### config.mk
export PLATFORM = sky130hd
export DESIGN_NAME = vcfg_unit
export DESIGN_NICKNAME = d
export VERILOG_FILES = /design/src/rtl/vcfg_pkg.sv /design/src/rtl/vcfg_decode.sv /design/src/rtl/vtype_check.sv /design/src/rtl/vl_calc.sv /design/src/rtl/vcfg_unit.sv
export SDC_FILE = /design/constraint.sdc
export NUM_CORES = 1
export LEC_CHECK = 0
export BUFFER_PORTS_ARGS = -buffer_cell sky130_fd_sc_hd__buf_2
export CAP_MARGIN = 40
export CORE_ASPECT_RATIO = 1.1
export CORE_UTILIZATION = 44
export DETAILED_ROUTE_END_ITERATION = 6
export PLACE_DENSITY = 0.75
export SETUP_SLACK_MARGIN = 0.02
export SLEW_MARGIN = 20
export SYNTH_ARGS = -nofsm -noshare
export SYNTH_HDL_FRONTEND = slang
export SYNTH_SLANG_ARGS = --single-unit
### constraint.sdc
create_clock -name clk -period 4.7 [get_ports clk]
set_input_delay 0.47 -clock clk [delete_from_list [all_inputs] [get_ports clk]]
set_output_delay 0.47 -clock clk [all_outputs]
set_load 0.05 [all_outputs]
### src/rtl/vcfg_pkg.sv
package vcfg_pkg;
    typedef enum logic [1:0] {
        S_IDLE   = 2'd0,
        S_COMMIT = 2'd1,
        S_WRBACK = 2'd2
    } cfg_state_e;

    typedef struct packed {
        logic       ma;
        logic       ta;
        logic [2:0] sew;
        logic [2:0] lmul;
    } vtype_fields_t;

    localparam logic [6:0] OPC_VCFG = 7'b1010111;
    localparam logic [2:0] F3_VCFG  = 3'b111;
endpackage

### src/rtl/vcfg_decode.sv
module vcfg_decode
    import vcfg_pkg::*;
(
    input  logic [31:0] instr,
    output logic        is_vcfg,
    output logic [10:0] imm,
    output logic [4:0]  rs1_idx,
    output logic [4:0]  rd_idx
);
    always_comb begin
        is_vcfg = (instr[6:0] == OPC_VCFG) && (instr[14:12] == F3_VCFG) && !instr[31];
        imm     = instr[30:20];
        rs1_idx = instr[19:15];
        rd_idx  = instr[11:7];
    end
endmodule

### src/rtl/vtype_check.sv
module vtype_check
    import vcfg_pkg::*;
#(
    parameter int VLEN = 128,
    localparam int LOGV = $clog2(VLEN),
    localparam int VL_W = LOGV + 1
) (
    input  logic [10:0]     imm,
    output logic            vill,
    output vtype_fields_t   fields,
    output logic [VL_W-1:0] vlmax
);
    logic              fmt_bad;
    logic signed [7:0] lmul_log;
    logic signed [7:0] exp_s;

    always_comb begin
        fmt_bad  = 1'b0;
        lmul_log = 8'sd0;
        unique case (imm[2:0])
            3'b000: lmul_log = 8'sd0;
            3'b001: lmul_log = 8'sd1;
            3'b010: lmul_log = 8'sd2;
            3'b011: lmul_log = 8'sd3;
            3'b101: lmul_log = -8'sd3;
            3'b110: lmul_log = -8'sd2;
            3'b111: lmul_log = -8'sd1;
            default: fmt_bad = 1'b1;
        endcase
        if (imm[5] || (imm[10:8] != 3'b000)) fmt_bad = 1'b1;
        exp_s = 8'(LOGV) + lmul_log - 8'sd3 - $signed({5'b0, imm[5:3]});
        vill  = fmt_bad || exp_s[7];
        if (vill) begin
            fields = '0;
            vlmax  = '0;
        end else begin
            fields = vtype_fields_t'(imm[7:0]);
            vlmax  = VL_W'(1) << exp_s[3:0];
        end
    end
endmodule

### src/rtl/vl_calc.sv
module vl_calc #(
    parameter int XLEN = 32,
    parameter int VL_W = 8
) (
    input  logic            clk,
    input  logic            rst_n,
    input  logic [XLEN-1:0] avl,
    input  logic [VL_W-1:0] vlmax,
    input  logic            vill,
    output logic [VL_W-1:0] vl
);
    always_comb begin
        if (vill)
            vl = '0;
        else if (avl <= XLEN'(vlmax))
            vl = avl[VL_W-1:0];
        else
            vl = vlmax;
    end

    // granted length never exceeds VLMAX and is AVL or VLMAX
    a_r4_vl_bound: assert property (@(posedge clk) disable iff (!rst_n)
        !vill |-> (vl <= vlmax) && ((vl == vlmax) || (XLEN'(vl) == avl)));
endmodule

### src/rtl/vcfg_unit.sv
module vcfg_unit
    import vcfg_pkg::*;
#(
    parameter int XLEN = 32,
    parameter int VLEN = 128,
    localparam int VL_W = $clog2(VLEN) + 1
) (
    input  logic            clk,
    input  logic            rst_n,
    input  logic            in_valid,
    output logic            in_ready,
    input  logic [31:0]     instr,
    output logic [4:0]      rs1_addr,
    input  logic [XLEN-1:0] rs1_val,
    output logic            rd_we,
    output logic [4:0]      rd_addr,
    output logic [XLEN-1:0] rd_data,
    output logic            done,
    output logic [VL_W-1:0] vl_o,
    output logic [XLEN-1:0] vtype_o,
    output logic [2:0]      sew_o,
    output logic            vill_o
);
    cfg_state_e      state_q, state_d;
    logic            is_vcfg;
    logic [10:0]     dec_imm;
    logic [4:0]      dec_rd;
    logic            accept;
    logic [10:0]     imm_q;
    logic [4:0]      rd_q;
    logic [XLEN-1:0] avl_q;
    logic            chk_vill;
    vtype_fields_t   chk_fields;
    logic [VL_W-1:0] chk_vlmax;
    logic [VL_W-1:0] new_vl;
    logic [VL_W-1:0] vl_q;
    logic            vill_q;
    vtype_fields_t   fields_q;

    vcfg_decode u_dec (
        .instr   (instr),
        .is_vcfg (is_vcfg),
        .imm     (dec_imm),
        .rs1_idx (rs1_addr),
        .rd_idx  (dec_rd)
    );

    vtype_check #(.VLEN(VLEN)) u_chk (
        .imm    (imm_q),
        .vill   (chk_vill),
        .fields (chk_fields),
        .vlmax  (chk_vlmax)
    );

    vl_calc #(.XLEN(XLEN), .VL_W(VL_W)) u_vl (
        .clk   (clk),
        .rst_n (rst_n),
        .avl   (avl_q),
        .vlmax (chk_vlmax),
        .vill  (chk_vill),
        .vl    (new_vl)
    );

    assign accept = (state_q == S_IDLE) && in_valid && is_vcfg;

    always_comb begin
        state_d = state_q;
        unique case (state_q)
            S_IDLE:   if (accept) state_d = S_COMMIT;
            S_COMMIT: state_d = S_WRBACK;
            S_WRBACK: state_d = S_IDLE;
            default:  state_d = S_IDLE;
        endcase
    end

    always_ff @(posedge clk or negedge rst_n) begin
        if (!rst_n) state_q <= S_IDLE;
        else        state_q <= state_d;
    end

    always_ff @(posedge clk or negedge rst_n) begin
        if (!rst_n) begin
            imm_q    <= '0;
            rd_q     <= '0;
            avl_q    <= '0;
            vl_q     <= '0;
            vill_q   <= 1'b1;
            fields_q <= '0;
        end else begin
            if (accept) begin
                imm_q <= dec_imm;
                rd_q  <= dec_rd;
                avl_q <= rs1_val;
            end
            if (state_q == S_COMMIT) begin
                vl_q     <= new_vl;
                vill_q   <= chk_vill;
                fields_q <= chk_fields;
            end
        end
    end

    always_comb begin
        in_ready = 1'b0;
        rd_we    = 1'b0;
        done     = 1'b0;
        unique case (state_q)
            S_IDLE:   in_ready = 1'b1;
            S_COMMIT: ;
            S_WRBACK: begin
                rd_we = 1'b1;
                done  = 1'b1;
            end
            default: ;
        endcase
        rd_addr = rd_q;
        rd_data = XLEN'(vl_q);
        vl_o    = vl_q;
        vtype_o = {vill_q, {(XLEN-9){1'b0}}, fields_q};
        sew_o   = fields_q.sew;
        vill_o  = vill_q;
    end

    // without an accept the configuration state holds
    a_r1_hold: assert property (@(posedge clk) disable iff (!rst_n)
        (in_ready && !(in_valid && is_vcfg)) |=> ($stable(vl_o) && $stable(vtype_o) && in_ready));
    // accept leads to done two edges later
    a_r2_accept_to_done: assert property (@(posedge clk) disable iff (!rst_n)
        accept |=> ##1 done);
    // done is a single pulse and addresses the accepted rd
    a_r8_done_single: assert property (@(posedge clk) disable iff (!rst_n)
        done |=> (!done && in_ready));
    a_r8_rd_addr: assert property (@(posedge clk) disable iff (!rst_n)
        done |-> ($past(accept, 2) && (rd_addr == $past(instr[11:7], 2))));
    // illegal configuration has zero length and cleared fields
    a_r5_vill_clears: assert property (@(posedge clk) disable iff (!rst_n)
        vill_o |-> ((vl_o == '0) && (vtype_o[XLEN-2:0] == '0)));
endmodule

==> After elaboration in Yosys (flattened, before gate mapping) <==
Index checks and enable logic that the tools add are counted.
{ "word_totals": {"ff_bits": 67, "input_bits": 67, "output_inout_bits": 89, "word_cells": 48} }
{ "op_classes": {"n_addsub": 3, "order_cmp": 1, "eq_ne": 11, "n_shift": 1, "n_mux": 11, "reduce_logical": 11} }
{ "op_table": {"columns": ["operator", "n"], "rows": [
  ["one-hot mux 8 bit (6 select lines)", 1],
  ["less-or-equal comparator 32 x 8 -> 1 bit", 1],
  ["2-to-1 mux 8 bit", 4],
  ["equality test 3 bit, second input constant", 4],
  ["adder 4 x 8 -> 8 bit, first input constant", 1],
  ["<< shifter 1 x 4 -> 8 bit, first input constant", 1],
  ["subtractor 8 x 3 -> 8 bit, second input constant", 1],
  ["subtractor 8 x 4 -> 8 bit", 1],
  ["equality test 7 bit, second input constant", 1],
  ["OR reduction 7 bit", 1],
  ["equality test 3 x 2 -> 1 bit, second input constant", 2],
  ["logical AND 1 bit", 4],
  ["2-to-1 mux 1 bit", 4],
  ["one-hot mux 2 bit (2 select lines)", 1],
  ["equality test 3 x 1 -> 1 bit, second input constant", 1],
  ["zero test 3 bit", 1],
  ["nonzero test 3 bit", 1],
  ["equality test 2 x 1 -> 1 bit, second input constant", 1],
  ["equality test 2 bit, second input constant", 1],
  ["zero test 2 bit", 1],
  ["logical OR 1 bit", 2],
  ["2-to-1 mux 2 bit", 1],
  ["!= test 2 bit, second input constant", 1],
  ["zero test 1 bit", 1]
]} }

==> Longest topological paths before layout <==
{ "depth": {"ltp_word": 10, "ltp_mapped": 18, "depth_no_buf": 17} }

==> Cells and area by module <==
A second synthesis with hierarchy kept.
{ "hier_totals": {"cells_unflattened": 339, "hier_area_um2": 4011.3} }
{ "modules_own_cells": {"columns": ["module", "instances", "cells_each", "area_each_um2", "seq_area_each_um2"], "rows": [
  ["vcfg_unit", 1, 205, 3001.6, 1677.9],
  ["vl_calc", 1, 63, 485.5, 0.0],
  ["vtype_check", 1, 46, 332.8, 0.0],
  ["vcfg_decode", 1, 25, 191.4, 0.0]
]} }

==> Least setup slack after synthesis <==
Ideal clock, no wire load.
{ "synth_timing": {"path_type": "reg-to-reg", "start": "register imm_q[1]", "end": "register vl_q[2], in the netlist vl_o[2]", "setup_ps": 126, "arrival_ps": 3484, "required_ps": 4574, "setup_slack_ps": 1090, "path_stages_with_launch": 16, "path_buffers": 0, "period_less_slack_ps": 3610, "cell_sequence": "dfrtp_1 o21ai_0 ha_1 fa_1 ha_1 o21ai_2 nor2_1 and2_1 and3_1 inv_1 ha_1 a21oi_1 a21boi_1 nor4_2 o21ai_2 a221o_1"} }
{ "synth_via": {"elab_chain_cells": 10, "word_cells_on_any_way": 20, "cone_classes": "3 x add/sub; 1 x order compare; 6 x eq/ne; 1 x shift; 6 x mux; 3 x reduce/logical"} }
{ "synth_rtl": {"columns": ["element", "line", "source"], "rows": [
  ["from (decl)", "vcfg_unit.sv:29", "logic [10:0] imm_q;"],
  ["from (signal assigned)", "vcfg_unit.sv:91", "imm_q <= dec_imm;"],
  ["equality test 3 bit (tied with other cells)", "vtype_check.sv:20", "unique case (imm[2:0])"],
  ["one-hot mux 8 bit (6 select lines)", "vtype_check.sv:20", null],
  ["adder 4 x 8 -> 8 bit", "vtype_check.sv:31", "exp_s = 8'(LOGV) + lmul_log - 8'sd3 - $signed({5'b0, imm[5:3]});"],
  ["subtractor 8 x 3 -> 8 bit", "vtype_check.sv:31", null],
  ["subtractor 8 x 4 -> 8 bit", "vtype_check.sv:31", null],
  ["<< shifter 1 x 4 -> 8 bit or logical OR 1 bit (tied branches)", "vtype_check.sv:38, vtype_check.sv:32", null],
  ["2-to-1 mux 8 bit", "vtype_check.sv:33", "if (vill) begin"],
  ["less-or-equal comparator 32 x 8 -> 1 bit", "vl_calc.sv:15", "else if (avl <= XLEN'(vlmax))"],
  ["2-to-1 mux 8 bit", "vl_calc.sv:15", null],
  ["2-to-1 mux 8 bit (*)", "vl_calc.sv:13", "if (vill)"],
  ["to (signal assigned)", "vcfg_unit.sv:96", "vl_q <= new_vl;"],
  ["to (decl)", "vcfg_unit.sv:36", "logic [VL_W-1:0] vl_q;"]
]} }
Every way passes the cells marked *; elsewhere a longest branch is shown, timed or not.
A chain may end at the register's enable or synchronous reset.

==> Worst setup path in the final report <==
Ends and elaborated chain as after synthesis.

==> impl_metrics.env <==
export IMPL_status="finished, final reports clean"
export IMPL_cap_violations=0
export IMPL_maxSlewViolCount=0
export IMPL_clk_latency_ps=350
export IMPL_synthArstFlopShare_pct=100
export IMPL_core_area_sq_um=7910
export IMPL_p_comb_share_pct=11.5
export IMPL_tns_ps=0
export IMPL_grt_start_max_net_pins=68
export IMPL_antenna_found_initial=0
export IMPL_gp_congestion=0.911
export IMPL_postCtsSetupBuffers=0
export IMPL_cp_start_kind="flop"
export IMPL_hold_violations=0
export IMPL_synth_cell_types=40
export IMPL_ant_nets=0
export IMPL_clockBufferDepth=2
export IMPL_p_sw_w=0.000342
export IMPL_layout_setup_ws_ps=497
export IMPL_drt_pre_antenna_iters=4
export IMPL_cts_resized=0
export IMPL_clock_power_share_pct=40.6
export IMPL_netlist_area_sq_um=3580
export IMPL_fp_dieW_microns=88.0
export IMPL_worst_pin_slew_ps=738
export IMPL_synth_main_ff_cell="dfrtp_1"
export IMPL_dp_cells=489
export IMPL_drc=0
export IMPL_rsz0062_at_grt="false"
export IMPL_critPathKind="flop to flop"
export IMPL_synth_area_leaders="dfrtp_1 46%, buf_4 14%, mux2_2 12%, ha_1 4.9%, mux2_1 1.9%"
export IMPL_synth_top_cell_area_share_pct=46.2
export IMPL_path_clk_slew_ps=80
export IMPL_synth_common_cells="66 x buf_4, 66 x dfrtp_1, 38 x mux2_2"
export IMPL_fin_worst_skew_ps=11.0
export IMPL_power_leakage_nw=2.27
export IMPL_synth_top_area_cell="dfrtp_1"
export IMPL_routedWlPerCell_microns=13.6
export IMPL_whs_ps=115
export IMPL_grt_pass1_wl_microns=10900
export IMPL_cts_tree="done"
export IMPL_first_global_vias=2334
export IMPL_final_min_clock_period_ps=4200
export IMPL_fin_crit_sh_pct=89.4
export IMPL_die_h_microns=96.6
export IMPL_cp_arrival_ps=4480
export IMPL_powerDensity_nw_per_um2=297
export IMPL_synth_top_family_by_area="buffers and inverters"
export IMPL_cts_root_buf="clkbuf_8"
export IMPL_critPathMaxFanout=8
export IMPL_drt_iter0_drc=121
export IMPL_synthSimpleGateAreaFrac_pct=11.1
export IMPL_nets=475
export IMPL_start_util_pct=45.2
export IMPL_slew_headroom_pct=50.8
export IMPL_syn2layout_area_growth_pct=14.4
export IMPL_syn_inst=309
export IMPL_hold_path_class="input pin to asynchronous set/reset pin"
export IMPL_port_buffers=98
export IMPL_muxShareOfSynthArea_pct=13.9
export IMPL_ys_seq_area_share_pct=46.9
export IMPL_reg2regPathDepth=15
export IMPL_p_seq_share_pct=47.9
export IMPL_synth_area_per_cell_sq_um=11.6
export IMPL_ioPinCount=156
export IMPL_preCtsSetupSlack_ps=706
export IMPL_hold_buffers=0
export IMPL_synth_edf_count=0
export IMPL_setup_viol=0
export IMPL_num_vias=2427
export IMPL_synthAdderAreaFrac_pct=5.46
export IMPL_row_count=34
export IMPL_htree_levels=3
export IMPL_switching_share_pct=28.2
export IMPL_r2r_start="imm_q[1]"
export IMPL_final_core_util_pct=51.7
export IMPL_cp_end_kind="flop"
export IMPL_synth_seq_cells=67
export IMPL_wirelength_microns=6870
export IMPL_numCtsBuffers=9
export IMPL_viasPerCell=4.80
export IMPL_synth_compound_gate_area_share_pct=6.65
export IMPL_p_int_w=0.000872
export IMPL_yosys_warnings=0
export IMPL_finalNonFillerCells=506
export IMPL_grt_overflow_total=0
export IMPL_numClockSinks=67
export IMPL_max_freq_mhz=238
export IMPL_drive_gt1_share_pct=42.0
export IMPL_r2r_end="vl_o[2]"
export IMPL_diodes=0
export IMPL_grt_util_all_layers_pct=17.3
export IMPL_synth_xor_area_share_pct=0
export IMPL_peakVddDrop_uv=202
export IMPL_place_hpwl_microns=5160
export IMPL_cp_required_ps=4980
export IMPL_reg2reg_slack_ps=500
export IMPL_design_die_area_sq_um=8490
[state kept, by name, summed over array words and instances (netlist names)]
| name | count |
|---|---|
| avl_q | 32 |
| imm_q | 11 |
| rd_addr | 5 |
| sew_o | 3 |
| state_q | 2 |
| vill_o | 1 |
| vl_o | 8 |
| vtype_o | 5 |
[cells by family (layout without fill, tap and decap cells)]
logic type,count (synthesis),after routing
other,1,47
multiplexers,44,44
adder cells (fa/ha/maj),15,15
flip-flops,67,67
buffers and inverters,84,127
AO/OA/AOI/OAI,32,32
AND/OR/NAND/NOR,66,66
[power by group through the flow]
stage	Clock, W	Combinational, W	Sequential, W
4_1_cts	0.000507	0.000138	0.000582
3_3_place_gp	0	0.000135	0.000593
2_1_floorplan	0	0.000138	0.000595
5_1_grt	0.000534	0.000152	0.000582
6_report	0.000493	0.000139	0.000582
3_5_place_dp	0	0.000137	0.000594
[layout make-up]
| type | count | area [sq um] |
|---|---|---|
| tap | 108 | 135 |
| timing repair buffer | 101 | 526 |
| fill | 730 | 3820 |
| sequential | 67 | 1680 |
| inverter | 10 | 37.5 |
| clock inverter | 6 | 71.3 |
| clock buffer | 10 | 138 |
| multi-input combinational | 204 | 1510 |
[worst max-delay path, cell delays in order, from the launching register on]
cell,delay [ps]
dfrtp_1,430
o21ai_0,350
ha_1,330
fa_1,430
ha_1,200
o21ai_2,260
nor2_1,100
and2_1,170
and3_1,170
inv_1,60
ha_1,250
a21oi_1,160
a21boi_1,130
o41ai_1,480
and3_1,400
a221o_1,210
[worst max-delay path by stage]
stage	from	to	slack, ps	cells past startpoint
after floorplan	imm_q[1]	vl_o[2]	1090	15
after global placement	imm_q[1]	vl_o[0]	930	15
after detailed placement	imm_q[1]	vl_o[2]	710	15
after CTS	imm_q[1]	vl_o[2]	550	15
after global routing	imm_q[1]	vl_o[4]	300	15
final	imm_q[1]	vl_o[2]	500	15
[placed cells by master, fill, tap and decap left out, drive strengths merged, types with 2 or more instances in the layout]
cell type and count:
conb 47, inv 12, mux2 44, a21oi 3, nand3 3, nor2 7
a22o 5, and2 6, nor2b 3, buf 101, ha 14, o21ai 12
nor4 9, a211o 4, nand2 15, clkbuf 10, a221o 4, nor3 8
dfrtp 66, clkinvlp 2, and3 3, nand2b 3, nand4 4
[layer usage]
layer | vias up | GRT usage [%] | wire length [microns]
met2 | 127 | 27.9 | 3360
li1 | 1137 | - | -
met4 | 0 | 8.74 | 189
met5 | - | 0 | 0
met3 | 20 | 5.44 | 462
met1 | 1143 | 21.0 | 2850
[per-stage QoR]
stage	power (W)	cell area (sq um)
3_3_place_gp	0.000728	3860
5_1_grt	0.00127	4090
3_5_place_dp	0.000731	3860
4_1_cts	0.00123	4070
6_report	0.00121	4090
2_1_floorplan	0.000732	3750
Note: power is estimated with default switching activity, not from simulation.
